**config.mk**
```make
export PLATFORM = sky130hd
export DESIGN_NAME = idt_gate_dispatch
export DESIGN_NICKNAME = d
export VERILOG_FILES = /design/src/rtl/idt_pkg.sv /design/src/rtl/idt_base_reg.sv /design/src/rtl/idt_gate_check.sv /design/src/rtl/idt_gate_dispatch.sv
export SDC_FILE = /design/constraint.sdc
export NUM_CORES = 1
export LEC_CHECK = 0
export ABC_AREA = 1
export BUFFER_PORTS_ARGS = -buffer_cell sky130_fd_sc_hd__clkbuf_2
export CAP_MARGIN = 20
export CORE_AREA = 2 2 212 214
export CTS_CLUSTER_SIZE = 12
export DETAILED_ROUTE_END_ITERATION = 7
export DIE_AREA = 0 0 214 216
export PLACE_DENSITY_LB_ADDON = 0.3
export SLEW_MARGIN = 20
export SYNTH_ARGS = -nofsm -noshare
export SYNTH_HDL_FRONTEND = slang
export SYNTH_SLANG_ARGS = --single-unit
```
**constraint.sdc**
```tcl
create_clock -name clk -period 3 [get_ports clk]
set_input_delay 0.6 -clock clk [delete_from_list [all_inputs] [get_ports clk]]
set_output_delay 0.6 -clock clk [all_outputs]
set_load 0.005 [all_outputs]
```
**src/rtl/idt_pkg.sv**
```systemverilog
package idt_pkg;
  typedef enum logic [1:0] {GK_NONE, GK_TASK, GK_INTR, GK_TRAP} gate_kind_e;
  typedef enum logic [2:0] {ST_IDLE, ST_RD_LO, ST_RD_HI, ST_EVAL, ST_PUSH, ST_DONE} seq_state_e;

  // gate address: eight bytes per entry
  function automatic logic [31:0] entry_addr(input logic [31:0] base, input logic [7:0] vec);
    return base + {21'd0, vec, 3'd0};
  endfunction

  // last byte of the entry must lie within the limit
  function automatic logic in_limit(input logic [15:0] lim, input logic [7:0] vec);
    return {5'd0, vec, 3'b111} <= lim;
  endfunction

  // fault code: entry offset, table-reference bit, source bit
  function automatic logic [31:0] gp_code(input logic [7:0] vec, input logic ext);
    return {21'd0, vec, 1'b0, 1'b1, ext};
  endfunction

  // frame item by slot, narrowed for 16-bit gates
  function automatic logic [31:0] frame_item(input logic [1:0] slot, input logic [31:0] efl,
                                             input logic [15:0] cs, input logic [31:0] eip,
                                             input logic [31:0] err, input logic wide);
    logic [31:0] v;
    case (slot)
      2'd0:    v = efl;
      2'd1:    v = {16'd0, cs};
      2'd2:    v = eip;
      default: v = err;
    endcase
    return wide ? v : {16'd0, v[15:0]};
  endfunction
endpackage

```
**src/rtl/idt_base_reg.sv**
```systemverilog
module idt_base_reg #(
  parameter int BASE_W = 32,
  parameter int LIM_W  = 16
) (
  input  logic              clk,
  input  logic              rst_n,
  input  logic              ld,
  input  logic [BASE_W-1:0] ld_base,
  input  logic [LIM_W-1:0]  ld_limit,
  output logic [BASE_W-1:0] base_q,
  output logic [LIM_W-1:0]  limit_q
);
  always_ff @(posedge clk or negedge rst_n) begin
    if (!rst_n) begin
      base_q  <= '0;
      limit_q <= '0;
    end else if (ld) begin
      base_q  <= ld_base;
      limit_q <= ld_limit;
    end
  end


  tbl_load_chk: assert property (@(posedge clk) disable iff (!rst_n)
    ld |=> (base_q == $past(ld_base)) && (limit_q == $past(ld_limit)));
endmodule

```
**src/rtl/idt_gate_check.sv**
```systemverilog
module idt_gate_check import idt_pkg::*; (
  input  logic [63:0] desc,
  input  logic [1:0]  cpl,
  input  logic        ext,
  output logic        gate_ok,
  output gate_kind_e  kind,
  output logic        wide,
  output logic [15:0] sel,
  output logic [31:0] target
);
  logic [3:0] ty;
  logic       type_known, shape_ok, priv_ok;

  always_comb begin
    ty         = desc[43:40];
    type_known = (ty == 4'h5) || (ty == 4'h6) || (ty == 4'h7) ||
                 (ty == 4'hE) || (ty == 4'hF);
    shape_ok   = desc[47] && !desc[44] && (desc[39:32] == 8'd0);
    priv_ok    = ext || (cpl <= desc[46:45]);
    gate_ok    = type_known && shape_ok && priv_ok;
    wide       = ty[3];
    if (!type_known)     kind = GK_NONE;
    else if (ty == 4'h5) kind = GK_TASK;
    else if (ty[0])      kind = GK_TRAP;
    else                 kind = GK_INTR;
    sel    = desc[31:16];
    target = wide ? {desc[63:48], desc[15:0]} : {16'd0, desc[15:0]};
  end
endmodule

```
**src/rtl/idt_gate_dispatch.sv**
```systemverilog
module idt_gate_dispatch import idt_pkg::*; #(
  parameter int IF_POS = 9
) (
  input  logic        clk,
  input  logic        rst_n,
  input  logic        tbl_ld,
  input  logic [31:0] tbl_ld_base,
  input  logic [15:0] tbl_ld_limit,
  output logic [31:0] tbl_base,
  output logic [15:0] tbl_limit,
  input  logic        req_valid,
  input  logic [7:0]  req_vector,
  input  logic        req_ext,
  input  logic        req_has_err,
  input  logic [31:0] req_err,
  input  logic [1:0]  req_cpl,
  input  logic [31:0] req_eflags,
  input  logic [15:0] req_cs,
  input  logic [31:0] req_eip,
  input  logic [31:0] req_esp,
  output logic        busy,
  output logic        rd_valid,
  output logic [31:0] rd_addr,
  input  logic        rd_ready,
  input  logic [31:0] rd_data,
  output logic        wr_valid,
  output logic [31:0] wr_addr,
  output logic [31:0] wr_data,
  output logic        wr_half,
  input  logic        wr_ready,
  output logic        done,
  output logic        fault,
  output logic [31:0] fault_code,
  output logic [15:0] new_cs,
  output logic [31:0] new_eip,
  output logic [31:0] new_eflags,
  output logic [31:0] new_esp,
  output logic        task_sw,
  output logic [15:0] task_sel
);
  localparam logic [31:0] IF_MASK = 32'd1 << IF_POS;

  seq_state_e  st;
  logic [7:0]  vec_q;
  logic        ext_q, herr_q, wide_q, intr_q, fault_q, task_q;
  logic [1:0]  cpl_q, slot_q;
  logic [31:0] err_q, efl_q, eip_q, esp_q, ent_q, lo_q, hi_q, off_q, nefl_q, code_q;
  logic [15:0] cs_q, sel_q;

  // named events
  logic        accept, lim_ok, rd_fire, wr_fire, last_slot;
  logic [31:0] push_step, push_addr;

  logic        g_ok, g_wide;
  gate_kind_e  g_kind;
  logic [15:0] g_sel;
  logic [31:0] g_target;

  idt_base_reg #(.BASE_W(32), .LIM_W(16)) u_tbl (
    .clk(clk), .rst_n(rst_n), .ld(tbl_ld), .ld_base(tbl_ld_base),
    .ld_limit(tbl_ld_limit), .base_q(tbl_base), .limit_q(tbl_limit));

  idt_gate_check u_chk (
    .desc({hi_q, lo_q}), .cpl(cpl_q), .ext(ext_q), .gate_ok(g_ok),
    .kind(g_kind), .wide(g_wide), .sel(g_sel), .target(g_target));

  always_comb begin
    accept    = (st == ST_IDLE) && req_valid;
    lim_ok    = in_limit(tbl_limit, req_vector);
    rd_valid  = (st == ST_RD_LO) || (st == ST_RD_HI);
    rd_addr   = (st == ST_RD_HI) ? ent_q + 32'd4 : ent_q;
    rd_fire   = rd_valid && rd_ready;
    push_step = wide_q ? 32'd4 : 32'd2;
    push_addr = esp_q - push_step;
    wr_valid  = (st == ST_PUSH);
    wr_addr   = push_addr;
    wr_data   = frame_item(slot_q, efl_q, cs_q, eip_q, err_q, wide_q);
    wr_half   = !wide_q;
    wr_fire   = wr_valid && wr_ready;
    last_slot = slot_q == (herr_q ? 2'd3 : 2'd2);
    busy      = (st != ST_IDLE);
    done      = (st == ST_DONE);
  end

  assign fault      = fault_q;
  assign fault_code = code_q;
  assign new_cs     = sel_q;
  assign new_eip    = off_q;
  assign new_eflags = nefl_q;
  assign new_esp    = esp_q;
  assign task_sw    = task_q;
  assign task_sel   = sel_q;

  always_ff @(posedge clk or negedge rst_n) begin
    if (!rst_n) begin
      st <= ST_IDLE;
      vec_q <= '0; ext_q <= 1'b0; herr_q <= 1'b0; cpl_q <= '0;
      err_q <= '0; efl_q <= '0; cs_q <= '0; eip_q <= '0; esp_q <= '0;
      ent_q <= '0; lo_q <= '0; hi_q <= '0; off_q <= '0; nefl_q <= '0;
      code_q <= '0; sel_q <= '0; slot_q <= '0;
      wide_q <= 1'b0; intr_q <= 1'b0; fault_q <= 1'b0; task_q <= 1'b0;
    end else begin
      case (st)
        ST_IDLE: if (accept) begin
          vec_q   <= req_vector;
          ext_q   <= req_ext;
          herr_q  <= req_has_err;
          err_q   <= req_err;
          cpl_q   <= req_cpl;
          efl_q   <= req_eflags;
          cs_q    <= req_cs;
          eip_q   <= req_eip;
          esp_q   <= req_esp;
          ent_q   <= entry_addr(tbl_base, req_vector);
          code_q  <= gp_code(req_vector, req_ext);
          task_q  <= 1'b0;
          intr_q  <= 1'b0;
          fault_q <= !lim_ok;
          st      <= lim_ok ? ST_RD_LO : ST_DONE;
        end
        ST_RD_LO: if (rd_fire) begin
          lo_q <= rd_data;
          st   <= ST_RD_HI;
        end
        ST_RD_HI: if (rd_fire) begin
          hi_q <= rd_data;
          st   <= ST_EVAL;
        end
        ST_EVAL: begin
          sel_q <= g_sel;
          if (!g_ok) begin
            fault_q <= 1'b1;
            st      <= ST_DONE;
          end else if (g_kind == GK_TASK) begin
            task_q <= 1'b1;
            st     <= ST_DONE;
          end else begin
            wide_q <= g_wide;
            off_q  <= g_target;
            intr_q <= (g_kind == GK_INTR);
            nefl_q <= (g_kind == GK_INTR) ? (efl_q & ~IF_MASK) : efl_q;
            slot_q <= 2'd0;
            st     <= ST_PUSH;
          end
        end
        ST_PUSH: if (wr_fire) begin
          esp_q  <= push_addr;
          slot_q <= slot_q + 2'd1;
          if (last_slot) st <= ST_DONE;
        end
        ST_DONE: st <= ST_IDLE;
        default: st <= ST_IDLE;
      endcase
    end
  end


  done_pulse_chk: assert property (@(posedge clk) disable iff (!rst_n) done |=> !done);

  accept_busy_chk: assert property (@(posedge clk) disable iff (!rst_n) accept |=> busy);

  lim_fault_chk: assert property (@(posedge clk) disable iff (!rst_n)
    (accept && !lim_ok) |=> (done && fault && !rd_valid));

  rd_hold_chk: assert property (@(posedge clk) disable iff (!rst_n)
    (rd_valid && !rd_ready) |=> (rd_valid && $stable(rd_addr)));

  wr_hold_chk: assert property (@(posedge clk) disable iff (!rst_n)
    (wr_valid && !wr_ready) |=> (wr_valid && $stable(wr_addr) && $stable(wr_data)));

  intr_if_chk: assert property (@(posedge clk) disable iff (!rst_n)
    (done && !fault && !task_sw && intr_q) |-> !new_eflags[IF_POS]);

  task_excl_chk: assert property (@(posedge clk) disable iff (!rst_n)
    done |-> !(fault && task_sw));
endmodule

```
==> results by group <==
Logic synthesis
  – Synth Flop Type: dfrtp_1
  – Mapped Avg Cell Area: 7.89 um2
  – Synthesized cell area: 19300 um2
  – EDFF count, synth: 0
  – Asr flop ratio synth: 1.00
  – Synth unique cells: 46
  – YS warnings: 0
  – Top cells by area, synth: dfrtp_1, nand2_1, inv_1
  – Cells after Synth: 2444
  – Synthesis-stage register bit count: 389
  – Yosys top cell area share: 0.505
  – Cell accounting for the most synthesized area: dfrtp_1
  – Sequential cell area fraction in the yosys report: 0.505

Placement
  – Cell count after placement: 3482
  – Global placement routability congestion: 0.995
  – DPL Wire Length: 47600 um
  – Placed cell area: 22400 um2
  – Setup WS pre-CTS: 281 ps
  – Buffers on Ports: 530

Detailed routing
  – Vias/cell: 5.09
  – Final ANT Viol Nets: 0
  – First-pass DRT Iterations: 7
  – 1st-iter DRT viols: 1360
  – DRC viols: 0
  – Vias: 18246
  – Routed wire per std cell: 17.8 um
  – Routed WL: 63800 um

Die
  – Top Ports: 553
  – Die Wd: 214 um
  – Initial core utilization: 0.440
  – Chip height: 216 um
  – Row Count: 77
  – CORE AREA: 43800 um2
  – DIE AREA: 46200 um2

STA
  – Period minus WS final: 3020 ps
  – RSZ-0062 raised after global routing: yes
  – # setup viols final: 3
  – Worst slew pin tran: 979 ps
  – Hold Fails Final Rpt: 0
  – Setup WS post-layout: -24.0 ps
  – Period utilization: 1.01
  – Clock Skews: 14.5 ps
  – Final Max Slew Viols: 0
  – Max-slew headroom: 0.348
  – FMAX: 331 MHz

Worst hold path
  – Hold Path Class: in -> async

Pwr
  – Switching pwr: 8.76 mW
  – Internal: 13.3 mW
  – Clock Power Share: 0.246
  – Switching Share: 0.397
  – LEAKAGE: 13.0 nW
  – Logic gate share of total power: 0.363
  – PD cells: 911 nW/um2
  – Seq pwr share: 0.391
  – Peak VDD IR: 644 uV
  – Total chip power: 22.1 mW

Cells and area
  – Area grow syn2layout: 25.7%
  – Final instance area: 24200 um2
  – Share of layout cells above drive strength 1: 0.256
  – Final Non-Filler Cells: 3582
  – Nets: 3227
  – Fill cells: 4161

Outcome
  – Violated checks: negative setup slack
  – Status: finished, violations left

Critical path
  – Crit end category: output port
  – R2R Path End: new_eflags[6]$_DFFE_PN0P_
  – Worst-path fanout max: 4
  – Crit start category: flip-flop
  – Critical Path AT: 2420 ps
  – R2R depth: 8
  – Setup CP Type: reg -> out
  – Reg-to-reg startpoint: st[2]$_DFFE_PN0P_
  – Critical path required time: 2400 ps
  – R2R setup slack: 680 ps

Clocking
  – Clk sink count: 389
  – CTS tree: yes
  – Clock slew at reported path FFs: 60 ps
  – Hold Buf Count CTS: 0
  – TritonCTS buffer count: 44
  – CTS HTree Levels: 2
  – CTS Buffer Depth: 3
  – Worst skew pair latency: 580 ps
  – Clk root buf: clkbuf_16

Global routing
  – Number of global-route vias before repair: 18277
  – Initial antenna violation count: 5
  – Global-route wire length before repair: 99700 um
  – Total gr overflow: 0
  – Total GRT Usage: 0.273
  – Pin count of the biggest net entering global routing: 86

Run
  – Maxcap violations: 0
==> layer usage <==
| layer | wire length (um) | up-vias | GRT usage |
|---|---|---|---|
| li1 | - | 8696 | - |
| met1 | 26100 | 8739 | 0.342 |
| met2 | 30400 | 670 | 0.458 |
| met3 | 4820 | 135 | 0.0638 |
| met4 | 2390 | 6 | 0.108 |
| met5 | 35 | - | 0 |
==> cell type report <==
class,count,area [um2],share of cell area
well taps,592,741,0.0306
inverters,261,1000,0.0413
clock inverters,10,109,0.00449
clock buffers,66,1350,0.0555
diodes,2,5.00,0.000207
multi-input cells,1673,8060,0.333
flip-flops and latches,389,9740,0.402
repair buffers,589,3230,0.133
==> cells in the final DEF (no fill, tap or decap), types with 3 or more instances in the layout <==
cell type  count
a21oi_1       44
a221oi_1      31
buf_12         9
buf_4         47
clkbuf_1       7
clkbuf_16     45
clkbuf_2     528
clkbuf_8      15
clkinv_2       7
conb_1        22
dfrtp_1      386
dfrtp_2        3
ha_1          21
ha_2           3
inv_1        242
inv_2         14
mux2_2        17
nand2_1      831
nand2_2        8
nand2_4        8
nand3_1       81
nand3_2        9
nand3b_1       3
nand4_1       14
nor2_1       181
nor2_2         7
nor2_4        13
nor3_1        10
o21ai_0      171
o21ai_1      127
o22ai_1        3
or2_2          3
xnor2_1       18
xor2_1        19
==> worst max-delay path, cell delays in order, from the launching register on <==
cell      delay, ps
dfrtp_1         380
clkinv_2         80
ha_4            120
inv_2            40
fa_2            340
inv_2            90
nand2_2          60
nor2_2          120
buf_6           120
xor2_1          300
clkbuf_2        180
==> repair_timing <==
item / in CTS / in global routing
gates resized for setup: 30 / 37
setup endpoints to repair: 40 / 54
pin swaps: 4 / 14
setup buffers: 8 / 14
==> sequential cells by signal (all words and copies together), names as in the netlist, 32 cells and up <==
name and count:
new_eflags 32, u_tbl.base_q 32, eip_q 32, err_q 32, ent_q 32, efl_q 32, new_eip 32, hi_q 32
lo_q 32, new_esp 32
==> power by group through the flow <==
stage | sequential (mW) | combinational [mW] | clock [mW]
floorplan | 8.20 | 4.82 | 0
global placement | 8.58 | 7.59 | 0
detailed placement | 8.65 | 7.73 | 0
CTS | 8.59 | 7.91 | 5.54
global route | 8.85 | 9.04 | 5.75
finish | 8.62 | 8.02 | 5.43
==> synthesized netlist by cell type, types with 2 or more instances <==
master	count
nor3_1	11
nand4_1	14
o22ai_1	3
xnor2_1	20
buf_4	46
inv_1	249
nand2_2	5
a21oi_1	44
or2_2	4
a31oi_1	2
nor2_2	6
o21bai_1	2
fa_1	2
buf_6	3
buf_2	48
ha_1	25
nand3b_1	3
o21ai_0	177
o21ai_1	123
nor2_4	7
buf_1	4
nand3_1	90
nand2_1	837
xor2_1	22
clkbuf_1	40
nand2_4	5
a221oi_1	32
nor2_1	188
inv_2	10
or2_1	2
dfrtp_1	389
mux2_2	17
==> worst max-delay path by stage <==
stage / end / from / slack, ps
floorplan: wr_addr[25] / wide_q$_DFFE_PN0P_ / 120
global placement: wr_addr[27] / wide_q$_DFFE_PN0P_ / 300
detailed placement: wr_addr[11] / wide_q$_DFFE_PN0P_ / 280
CTS: wr_addr[25] / wide_q$_DFFE_PN0P_ / -70
global route: wr_addr[25] / wide_q$_DFFE_PN0P_ / -140
finish: wr_addr[9] / wide_q$_DFFE_PN0P_ / -20
==> per-stage QoR <==
step	hold slack, ps	utilization	TNS, ps
floorplan	304	-	0
global placement	447	0.510	0
detailed placement	462	0.510	0
CTS	86.7	0.547	-354
global route	115	0.553	-949
finish	80.9	0.553	-55.4
==> cells by family after synthesis <==
group           share of synthesized area
compound gates                      0.107
xor+xnor                           0.0191
fa+ha+maj                          0.0183
buf+inv                            0.0927
flops                               0.505
mux                               0.00993
other cells                      0.000194
simple gates                        0.248
(Power assumes the default switching activity.)
